## config.mk

```make
export PLATFORM = sky130hd
export DESIGN_NAME = pt_walker
export DESIGN_NICKNAME = d
export VERILOG_FILES = /design/src/rtl/pt_walker_pkg.sv /design/src/rtl/pt_index_sel.sv /design/src/rtl/pt_entry_addr.sv /design/src/rtl/pt_entry_check.sv /design/src/rtl/pt_walker.sv
export SDC_FILE = /design/constraint.sdc
export NUM_CORES = 1
export LEC_CHECK = 0
export ABC_AREA = 1
export ABC_CLOCK_PERIOD_IN_PS = 6800
export BUFFER_PORTS_ARGS = -buffer_cell sky130_fd_sc_hd__clkbuf_2
export CORE_MARGIN = 2
export CORE_UTILIZATION = 25
export DETAILED_ROUTE_END_ITERATION = 8
export GPL_TIMING_DRIVEN = 0
export MAX_ROUTING_LAYER = met4
export SETUP_SLACK_MARGIN = 0.02
export SLEW_MARGIN = 30
export SYNTH_ARGS = -nofsm -noshare
export SYNTH_HDL_FRONTEND = slang
export SYNTH_HIERARCHICAL = 1
export SYNTH_SLANG_ARGS = --single-unit
```

## constraint.sdc

```tcl
create_clock -name clk -period 6.8 [get_ports clk]
set_clock_uncertainty 0.05 [all_clocks]
set_input_delay 0.34 -clock clk [delete_from_list [all_inputs] [get_ports clk]]
set_output_delay 0.34 -clock clk [all_outputs]
set_load 0.02 [all_outputs]
```

## src/rtl/pt_walker_pkg.sv

```systemverilog
`timescale 1ns/1ps
package pt_walker_pkg;

    localparam int FLAG_W       = 5;
    localparam int BIT_PRESENT  = 0;
    localparam int BIT_WRITABLE = 1;
    localparam int BIT_REF      = 2;
    localparam int BIT_MOD      = 3;
    localparam int BIT_NOCACHE  = 4;

    typedef enum logic [1:0] {
        FLT_NONE = 2'd0,
        FLT_PAGE = 2'd1,
        FLT_PROT = 2'd2
    } fault_e;

    typedef enum logic [2:0] {
        ST_IDLE,
        ST_RD_REQ,
        ST_RD_WAIT,
        ST_WB_REQ,
        ST_WB_WAIT,
        ST_DONE
    } walk_state_e;

    // packed order places present at bit 0
    typedef struct packed {
        logic nocache;
        logic modified;
        logic referenced;
        logic writable;
        logic present;
    } pte_flags_t;

    function automatic pte_flags_t flags_of(input logic [FLAG_W-1:0] raw);
        return pte_flags_t'(raw);
    endfunction

endpackage

```

## src/rtl/pt_index_sel.sv

```systemverilog
`timescale 1ns/1ps
module pt_index_sel #(
    parameter int LEVELS = 3,
    parameter int IDX_W  = 11,
    parameter int OFF_W  = 13,
    parameter int VA_W   = LEVELS*IDX_W + OFF_W,
    parameter int LVL_W  = (LEVELS > 1) ? $clog2(LEVELS) : 1
) (
    input  logic [VA_W-1:0]  vaddr,
    input  logic [LVL_W-1:0] level,
    output logic [IDX_W-1:0] idx
);
    logic [IDX_W-1:0] field [LEVELS];

    // level 0 takes the most significant index field
    for (genvar l = 0; l < LEVELS; l++) begin : g_field
        assign field[l] = vaddr[OFF_W + (LEVELS-1-l)*IDX_W +: IDX_W];
    end

    always_comb begin
        idx = '0;
        for (int l = 0; l < LEVELS; l++) begin
            if (level == LVL_W'(l)) idx = field[l];
        end
    end
endmodule

```

## src/rtl/pt_entry_addr.sv

```systemverilog
`timescale 1ns/1ps
module pt_entry_addr #(
    parameter int PA_W  = 33,
    parameter int IDX_W = 11
) (
    input  logic [PA_W-1:0]  base,
    input  logic [IDX_W-1:0] idx,
    output logic [PA_W-1:0]  addr
);
    localparam int SCALED_W = IDX_W + 2;

    logic [SCALED_W-1:0] scaled;

    assign scaled = {idx, 2'b00};
    assign addr   = base + PA_W'(scaled);
endmodule

```

## src/rtl/pt_entry_check.sv

```systemverilog
`timescale 1ns/1ps
module pt_entry_check
    import pt_walker_pkg::*;
#(
    parameter int PTE_W = 32,
    parameter int PA_W  = 33,
    parameter int OFF_W = 13,
    parameter int PPN_W = PA_W - OFF_W
) (
    input  logic [PTE_W-1:0] pte,
    input  logic             is_last,
    input  logic             is_write,
    output fault_e           fault,
    output logic             needs_wb,
    output logic [PTE_W-1:0] pte_upd,
    output logic [PA_W-1:0]  next_base,
    output logic             nocache
);
    pte_flags_t       fl;
    logic [PPN_W-1:0] ppn;

    assign fl        = flags_of(pte[FLAG_W-1:0]);
    assign ppn       = pte[PTE_W-1 -: PPN_W];
    assign next_base = {ppn, {OFF_W{1'b0}}};
    assign nocache   = fl.nocache;

    always_comb begin
        if (!fl.present) begin
            fault = FLT_PAGE;
        end else if (is_last && is_write && !fl.writable) begin
            fault = FLT_PROT;
        end else begin
            fault = FLT_NONE;
        end
    end

    always_comb begin
        pte_upd               = pte;
        pte_upd[BIT_REF]      = 1'b1;
        pte_upd[BIT_MOD]      = pte[BIT_MOD] | is_write;
    end

    assign needs_wb = is_last && (pte_upd != pte);
endmodule

```

## src/rtl/pt_walker.sv

```systemverilog
`timescale 1ns/1ps
module pt_walker
    import pt_walker_pkg::*;
#(
    parameter int LEVELS = 3,
    parameter int IDX_W  = 11,
    parameter int OFF_W  = 13,
    parameter int PA_W   = 33,
    parameter int PTE_W  = 32,
    parameter int VA_W   = LEVELS*IDX_W + OFF_W
) (
    input  logic             clk,
    input  logic             rst,
    input  logic [PA_W-1:0]  ptbr,
    input  logic             req_valid,
    output logic             req_ready,
    input  logic [VA_W-1:0]  req_vaddr,
    input  logic             req_write,
    output logic             mem_req_valid,
    input  logic             mem_req_ready,
    output logic             mem_req_write,
    output logic [PA_W-1:0]  mem_req_addr,
    output logic [PTE_W-1:0] mem_req_wdata,
    input  logic             mem_rsp_valid,
    input  logic [PTE_W-1:0] mem_rsp_rdata,
    output logic             done_valid,
    output logic [PA_W-1:0]  done_paddr,
    output logic [1:0]       done_fault,
    output logic             done_nocache
);
    localparam int LVL_W = (LEVELS > 1) ? $clog2(LEVELS) : 1;
    localparam int PPN_W = PA_W - OFF_W;
    localparam logic [LVL_W-1:0] LAST_LVL = LVL_W'(LEVELS - 1);

    walk_state_e      state;
    logic [LVL_W-1:0] level;
    logic [PA_W-1:0]  base_q;
    logic [VA_W-1:0]  va_q;
    logic             wr_q;
    logic [PA_W-1:0]  ent_addr_q;
    logic [PTE_W-1:0] pte_q;
    logic [PA_W-1:0]  paddr_q;
    fault_e           fault_q;
    logic             nc_q;

    logic [IDX_W-1:0] cur_idx;
    logic [PA_W-1:0]  rd_addr;
    fault_e           chk_fault;
    logic             chk_wb;
    logic [PTE_W-1:0] chk_upd;
    logic [PA_W-1:0]  chk_base;
    logic             chk_nc;
    logic             is_last;

    assign is_last = (level == LAST_LVL);

    pt_index_sel #(
        .LEVELS(LEVELS), .IDX_W(IDX_W), .OFF_W(OFF_W), .VA_W(VA_W), .LVL_W(LVL_W)
    ) u_idx (
        .vaddr (va_q),
        .level (level),
        .idx   (cur_idx)
    );

    pt_entry_addr #(
        .PA_W(PA_W), .IDX_W(IDX_W)
    ) u_addr (
        .base (base_q),
        .idx  (cur_idx),
        .addr (rd_addr)
    );

    pt_entry_check #(
        .PTE_W(PTE_W), .PA_W(PA_W), .OFF_W(OFF_W), .PPN_W(PPN_W)
    ) u_chk_ent (
        .pte       (mem_rsp_rdata),
        .is_last   (is_last),
        .is_write  (wr_q),
        .fault     (chk_fault),
        .needs_wb  (chk_wb),
        .pte_upd   (chk_upd),
        .next_base (chk_base),
        .nocache   (chk_nc)
    );

    always_ff @(posedge clk) begin
        if (rst) begin
            state      <= ST_IDLE;
            level      <= '0;
            base_q     <= '0;
            va_q       <= '0;
            wr_q       <= 1'b0;
            ent_addr_q <= '0;
            pte_q      <= '0;
            paddr_q    <= '0;
            fault_q    <= FLT_NONE;
            nc_q       <= 1'b0;
        end else begin
            case (state)
                ST_IDLE: begin
                    if (req_valid) begin
                        va_q   <= req_vaddr;
                        wr_q   <= req_write;
                        base_q <= ptbr;
                        level  <= '0;
                        state  <= ST_RD_REQ;
                    end
                end
                ST_RD_REQ: begin
                    if (mem_req_ready) begin
                        ent_addr_q <= rd_addr;
                        state      <= ST_RD_WAIT;
                    end
                end
                ST_RD_WAIT: begin
                    if (mem_rsp_valid) begin
                        if (chk_fault != FLT_NONE) begin
                            fault_q <= chk_fault;
                            paddr_q <= '0;
                            nc_q    <= 1'b0;
                            state   <= ST_DONE;
                        end else if (!is_last) begin
                            base_q <= chk_base;
                            level  <= level + LVL_W'(1);
                            state  <= ST_RD_REQ;
                        end else begin
                            fault_q <= FLT_NONE;
                            paddr_q <= {chk_base[PA_W-1:OFF_W], va_q[OFF_W-1:0]};
                            nc_q    <= chk_nc;
                            pte_q   <= chk_upd;
                            state   <= chk_wb ? ST_WB_REQ : ST_DONE;
                        end
                    end
                end
                ST_WB_REQ: begin
                    if (mem_req_ready) state <= ST_WB_WAIT;
                end
                ST_WB_WAIT: begin
                    if (mem_rsp_valid) state <= ST_DONE;
                end
                ST_DONE: begin
                    state <= ST_IDLE;
                end
                default: state <= ST_IDLE;
            endcase
        end
    end

    assign req_ready     = (state == ST_IDLE);
    assign mem_req_valid = (state == ST_RD_REQ) || (state == ST_WB_REQ);
    assign mem_req_write = (state == ST_WB_REQ);
    assign mem_req_addr  = (state == ST_WB_REQ) ? ent_addr_q : rd_addr;
    assign mem_req_wdata = (state == ST_WB_REQ) ? pte_q : '0;
    assign done_valid    = (state == ST_DONE);
    assign done_paddr    = paddr_q;
    assign done_fault    = fault_q;
    assign done_nocache  = nc_q;
endmodule

```

## Word level (Yosys, flattened, before mapping)

Index checks and enable logic that the tools add are counted.

- Output and inout bits: 105
- Bits of input ports: 117
- Flip-flop bits (word level): 186
- Word-level logic and storage cells: 77

- Multiplexer cells: 32
- Add/sub/neg operators: 2
- Reductions and logical operators: 16
- Eq/ne operators: 15
- Bitwise logic cells: 2

Operators by type and width:

| kind | count |
|---|---|
| $mux W33 | 7 |
| $pmux W33 S2 | 1 |
| $add A33 B13 Y33 | 1 |
| $mux W11 | 3 |
| $mux W32 | 1 |
| $mux W3 | 8 |
| $mux W2 | 8 |
| $pmux W3 S5 | 1 |
| $ne A2 B2 Y1 const B | 7 |
| $reduce_and A5 Y1 | 2 |
| $eq A3 B2 Y1 const B | 2 |
| $eq A3 B3 Y1 const B | 2 |
| $reduce_bool A2 Y1 | 3 |
| $pmux W2 S2 | 1 |
| $reduce_and A2 Y1 | 2 |
| $reduce_and A4 Y1 | 1 |
| $eq A3 B1 Y1 const B | 1 |
| $logic_and A1 B1 Y1 | 3 |
| $logic_not A3 Y1 | 1 |
| $reduce_and A3 Y1 | 1 |
| $add A2 B1 Y2 const B | 1 |
| $eq A2 B1 Y1 const B | 1 |
| $eq A2 B2 Y1 const B | 1 |
| $logic_not A2 Y1 | 1 |
| other kinds (6) | 7 |

## Depth between registers and ports, before layout

- Depth after elaboration: 9
- Depth in mapped cells: 17
- Depth with buffers taken out: 16

## Hierarchy

Netlist, hierarchy kept.

By module, submodules not included:

| module | instances | sequential area each (sq um) | cells each | area an instance (sq um) |
|---|---|---|---|---|
| pt_walker | 1 | 3,723.6 | 1,110 | 7,795.0 |
| pt_entry_addr | 1 | 0.0 | 305 | 1,527.7 |
| pt_entry_check | 1 | 0.0 | 76 | 534.3 |
| pt_index_sel | 1 | 0.0 | 52 | 289.0 |

## Worst setup path before layout

OpenSTA, ideal clock, no wires.

- Path type: flip-flop to output port
- Start point: reg level[0]
- End point: out mem_req_addr[30]
- Path slack: 4.178 ns
- Stages on the path, launching flop included: 16
- Data required time: 6.410 ns
- Buffers on the path: 1
- Data arrival time: 2.232 ns
- Cells stage by stage: dfxtp_1 > nor2_2 > buf_6 > nand2_2 > nand3_1 > ha_1 > fa_1 > nand3_1 > nand3_1 > nand3_1 > nand3_2 > nand2_1 > nand2_1 > nand2_1 > nand2_1 > nand2_1

- Cells in the longest elaborated chain, start to end: 6
- Elaborated cells on any way between the ends: 8
- Those cells by class: add/sub (1); eq/ne (2); mux (4); reduce/logical (1)

Ends and longest elaborated chain:

| what | line | RTL |
|---|---|---|
| start: declaration | pt_walker.sv:36 | `logic [LVL_W-1:0] level;` |
| start signal: assignment | pt_walker.sv:124 | `level <= level + LVL_W'(1);` |
| $logic_not A2 Y1 | pt_index_sel.sv:23 | `if (level == LVL_W'(l)) idx = field[l];` |
| $mux W11 (2 in a row) | pt_index_sel.sv:23 |  |
| $mux W11 * | pt_index_sel.sv:23 |  |
| net cur_idx[0] | pt_walker.sv:46 | `logic [IDX_W-1:0] cur_idx;` |
| $add A33 B13 Y33 * | pt_entry_addr.sv:15 | `assign addr = base + PA_W'(scaled);` |
| net rd_addr[30] | pt_walker.sv:47 | `logic [PA_W-1:0] rd_addr;` |
| $mux W33 * | pt_walker.sv:152 | `assign mem_req_addr = (state == ST_WB_REQ) ? ent_addr_q : rd_addr;` |
| end: declaration | pt_walker.sv:22 | `output logic [PA_W-1:0] mem_req_addr,` |

Mark *: on every way through the listed nets, which the timed path passes. The rest lies on a longest branch.

## Worst setup path in the final report

- Start point: reg level[0]
- End point: out mem_req_addr[22]

The elaborated chain is that of the path after synthesis.

==> flow_summary.yaml <==
routing:
  avgRoutedWirePerCell_um: 14.36
  drt_iter0_markers: 583
  drt_pass1_iterations: 5
  wirelength_um: 33160
  drt-vias-per-instance: 4.358
  num_vias: 10066
  drc: 0
  final_antenna_net_count: 0
synthesis:
  synth_common_cells: "436 x nand2_1, 199 x nor2_1, 186 x dfxtp_1"
  synthAdderAreaFrac_pct: 1.677
  synth_cells: 1543
  yosysMostFrequentCell: "nand2_1"
  synth_seq_cells: 186
  synth_area_leaders: "dfxtp_1 37%, nand2_1 16%, nor2_1 7.4%"
  synth_top_area_share_pct: 36.70
  yosys.area_share.simple_pct: 35.27
  synth_edf_count: 0
  synth_compound_area_share_pct: 11.39
  synth_top_family_by_area: "simple AND/OR/NAND/NOR gates"
  yosys_warnings: 6
  synth.distinct_cells: 39
  synthMuxAreaShare_pct: 0
  yosysTopAreaCell: "dfxtp_1"
  synth_xor_xnor_area_share_pct: 1.122
  seq_area_frac_synth_pct: 36.70
  synth.avg_cell_area_um2: 6.575
  synthArstFlopShare_pct: 0
  synth_area_mm2: 0.01015
  synth_ff_type: "dfxtp_1"
timing:
  hold_viol_final: 0
  rsz0062_at_grt: "false"
  post-route-period-util_pct: 55.58
  finalWorstPathRequiredPeriod_ns: 3.780
  fin_tns_setup_ns: 0
  timing.final.ws_setup_ns: 3.020
  fmax_mhz: 264.6
  setup_viol: 0
  tightestPinTransition_ns: 0.8669
  drv_slew: 0
  relSlewSlack_pct: 41.89
global_routing:
  gr-usage-all-layers_pct: 16.35
  grt-ovfl-total: 0
  grt_pass1_wl_um: 51090
  antenna_found_initial: 3
  grt_start_max_net_pins: 17
  grt_pass1_vias: 9556
power_and_ir_drop:
  p_sw_mw: 2.130
  power.clock.fraction_pct: 22.7
  power_frac_comb_pct: 45.8
  p_int_mw: 2.674
  p_leak_nw: 5.816
  pwr-share-seq_pct: 31.5
  power_density_mw_per_mm2: 385.5
  max-vdd-ir-drop_mv: 0.1750
  power.share.switching_pct: 44.33
placed_design:
  numPortBuffers: 193
  placement.setup.worst_slack_ns: 3.525
  hpwl_um: 26790
  gp_congestion: 0.8646
run_status:
  status: "completed"
clock_network:
  hold_buffers: 0
  path_clk_slew_ns: 0.07
  clock_latency_ns: 0.46
  cts_buffers: 17
  clk_path_buf_depth: 2
  cts_resized: 0
  cts.root.buffer_cell: "clkbuf_16"
  post_cts_buffers: 0
  cts_tree: "done"
  clock_sinks: 186
  h-tree-depth: 4
critical_path:
  cp-end-kind: "primary output"
  crit_path_max_fanout: 10
  arrival_ns: 3.39
  critPathRequiredTime_ns: 6.41
  critPathLaunchType: "register"
  critPathKind: "register to primary output"
floorplanning:
  core_area_mm2: 0.03991
  start_util_pct: 25.42
  dieArea_mm2: 0.04221
  rows: 73
  die_y_um: 205.5
  die_width_um: 205.5
  io_pins: 222
cells_and_area:
  nets: 1897
  drive_above_1_share_pct: 22.08
  regArea_mm2: 0.003724
  fill_cells: 4389
  multiInputGateArea_mm2: 0.005071
  synthToLayoutAreaGrowth_pct: 22.83
hold_path:
  worstHoldPathType: "primary input to register"
flow_run:
  cap_viol_max_count: 0
==> cell usage in the layout (no fill, tap or decap), drive strengths merged, types with 2 or more instances in the layout <==
cell	netlist	final
nand2	449	449
clkbuf	39	253
nor2	207	207
dfxtp	186	186
nand3	152	152
a21oi	119	119
inv	110	114
buf	114	114
o21ai	106	106
conb	2	14
xor2	13	13
ha	12	12
nor3	12	12
nand4	10	10
diode	0	5
clkinv	1	5
nand3b	4	4
bufinv	0	3
or2	3	3
a21boi	2	2
==> final timing paths <==
kind | from | end | slack (ns) | cells after the start
setup / recovery | level[0]$_SDFFE_PP0P_ | mem_req_addr[22] | 3.02 | 16
hold / removal | req_vaddr[15] | va_q[15]$_SDFFE_PP0P_ | 0.09 | 3
setup reg to reg | level[0]$_SDFFE_PP0P_ | ent_addr_q[14]$_SDFFE_PP0P_ | 3.89 | 13
hold reg to reg | pte_q[17]$_SDFFE_PP0P_ | pte_q[17]$_SDFFE_PP0P_ | 0.40 | 2
==> final cells by class <==
type	count	share of cell area [%]
Buffer	153	7.821
Multi-Input combinational cell	1105	40.69
Sequential cell	186	29.88
Tap cell	525	5.271
Antenna cell	5	0.1004
Inverter	111	3.384
Timing Repair Buffer	193	7.751
Clock inverter	11	1.245
Clock buffer	21	3.855
==> stage by stage <==
stage / cells / total power [mW] / cell area [µm²] / hold slack [ns] / util, %
floorplan: 1555 / 3.060 / 10190 / 0.3801 / -
global placement: 2273 / 3.727 / 11810 / 0.3895 / 29.60
detailed placement: 2273 / 3.763 / 11810 / 0.3940 / 29.60
CTS: 2305 / 4.867 / 12450 / 0.05827 / 31.19
global route: 2308 / 5.194 / 12460 / 0.07968 / 31.21
finish: 2310 / 4.804 / 12460 / 0.08635 / 31.22
==> cell families (layout without fill, tap and decap cells) <==
logic type,Yosys count,count (layout)
AOI/OAI and AO/OA,227,227
xor gates and xnor gates,13,13
adders and majority gates,13,13
buffers and inverters,264,489
DFF,186,186
other,2,19
and+or+nand+nor,838,838
==> metal layers <==
layer  up-vias  track usage [%]  routed length (µm)  share of wire (%)
met5         -                -                   0                  0
met4         0            6.346                 840                2.5
met3        36            3.500                1795                5.4
met2       236            26.30               15610                 47
met1      4524            20.01               14920                 45
li1       5270                -                   -                  -
==> flip-flops by register name (all words and copies together) (netlist names) <==
signal        flops
base_q           33
done_fault        2
done_nocache      1
done_paddr       33
ent_addr_q       33
level             2
pte_q            32
state             3
va_q             46
wr_q              1
==> critical path, stage by stage (launching register included) <==
cell	delay (ns)
dfxtp_1	0.54
nor2_2	0.08
buf_6	0.15
nand2_2	0.05
nand3_1	0.11
ha_1	0.30
fa_1	0.48
nand3_1	0.12
nand3_1	0.17
nand3_1	0.14
nand3_2	0.17
nand2_1	0.11
nand2_1	0.05
nand2_1	0.09
nand2_1	0.06
nand2_1	0.12
clkbuf_2	0.19
==> power by group through the flow <==
stage                     Combinational (mW)  Clock (mW)  Sequential (mW)
final                                   2.20        1.09             1.51
after global routing                    2.49        1.16             1.55
after CTS                               2.23        1.12             1.52
after detailed placement                2.23           0             1.54
after global placement                  2.19           0             1.53
after floorplan                         1.58           0             1.48
Power figures use the tool's default switching activity.
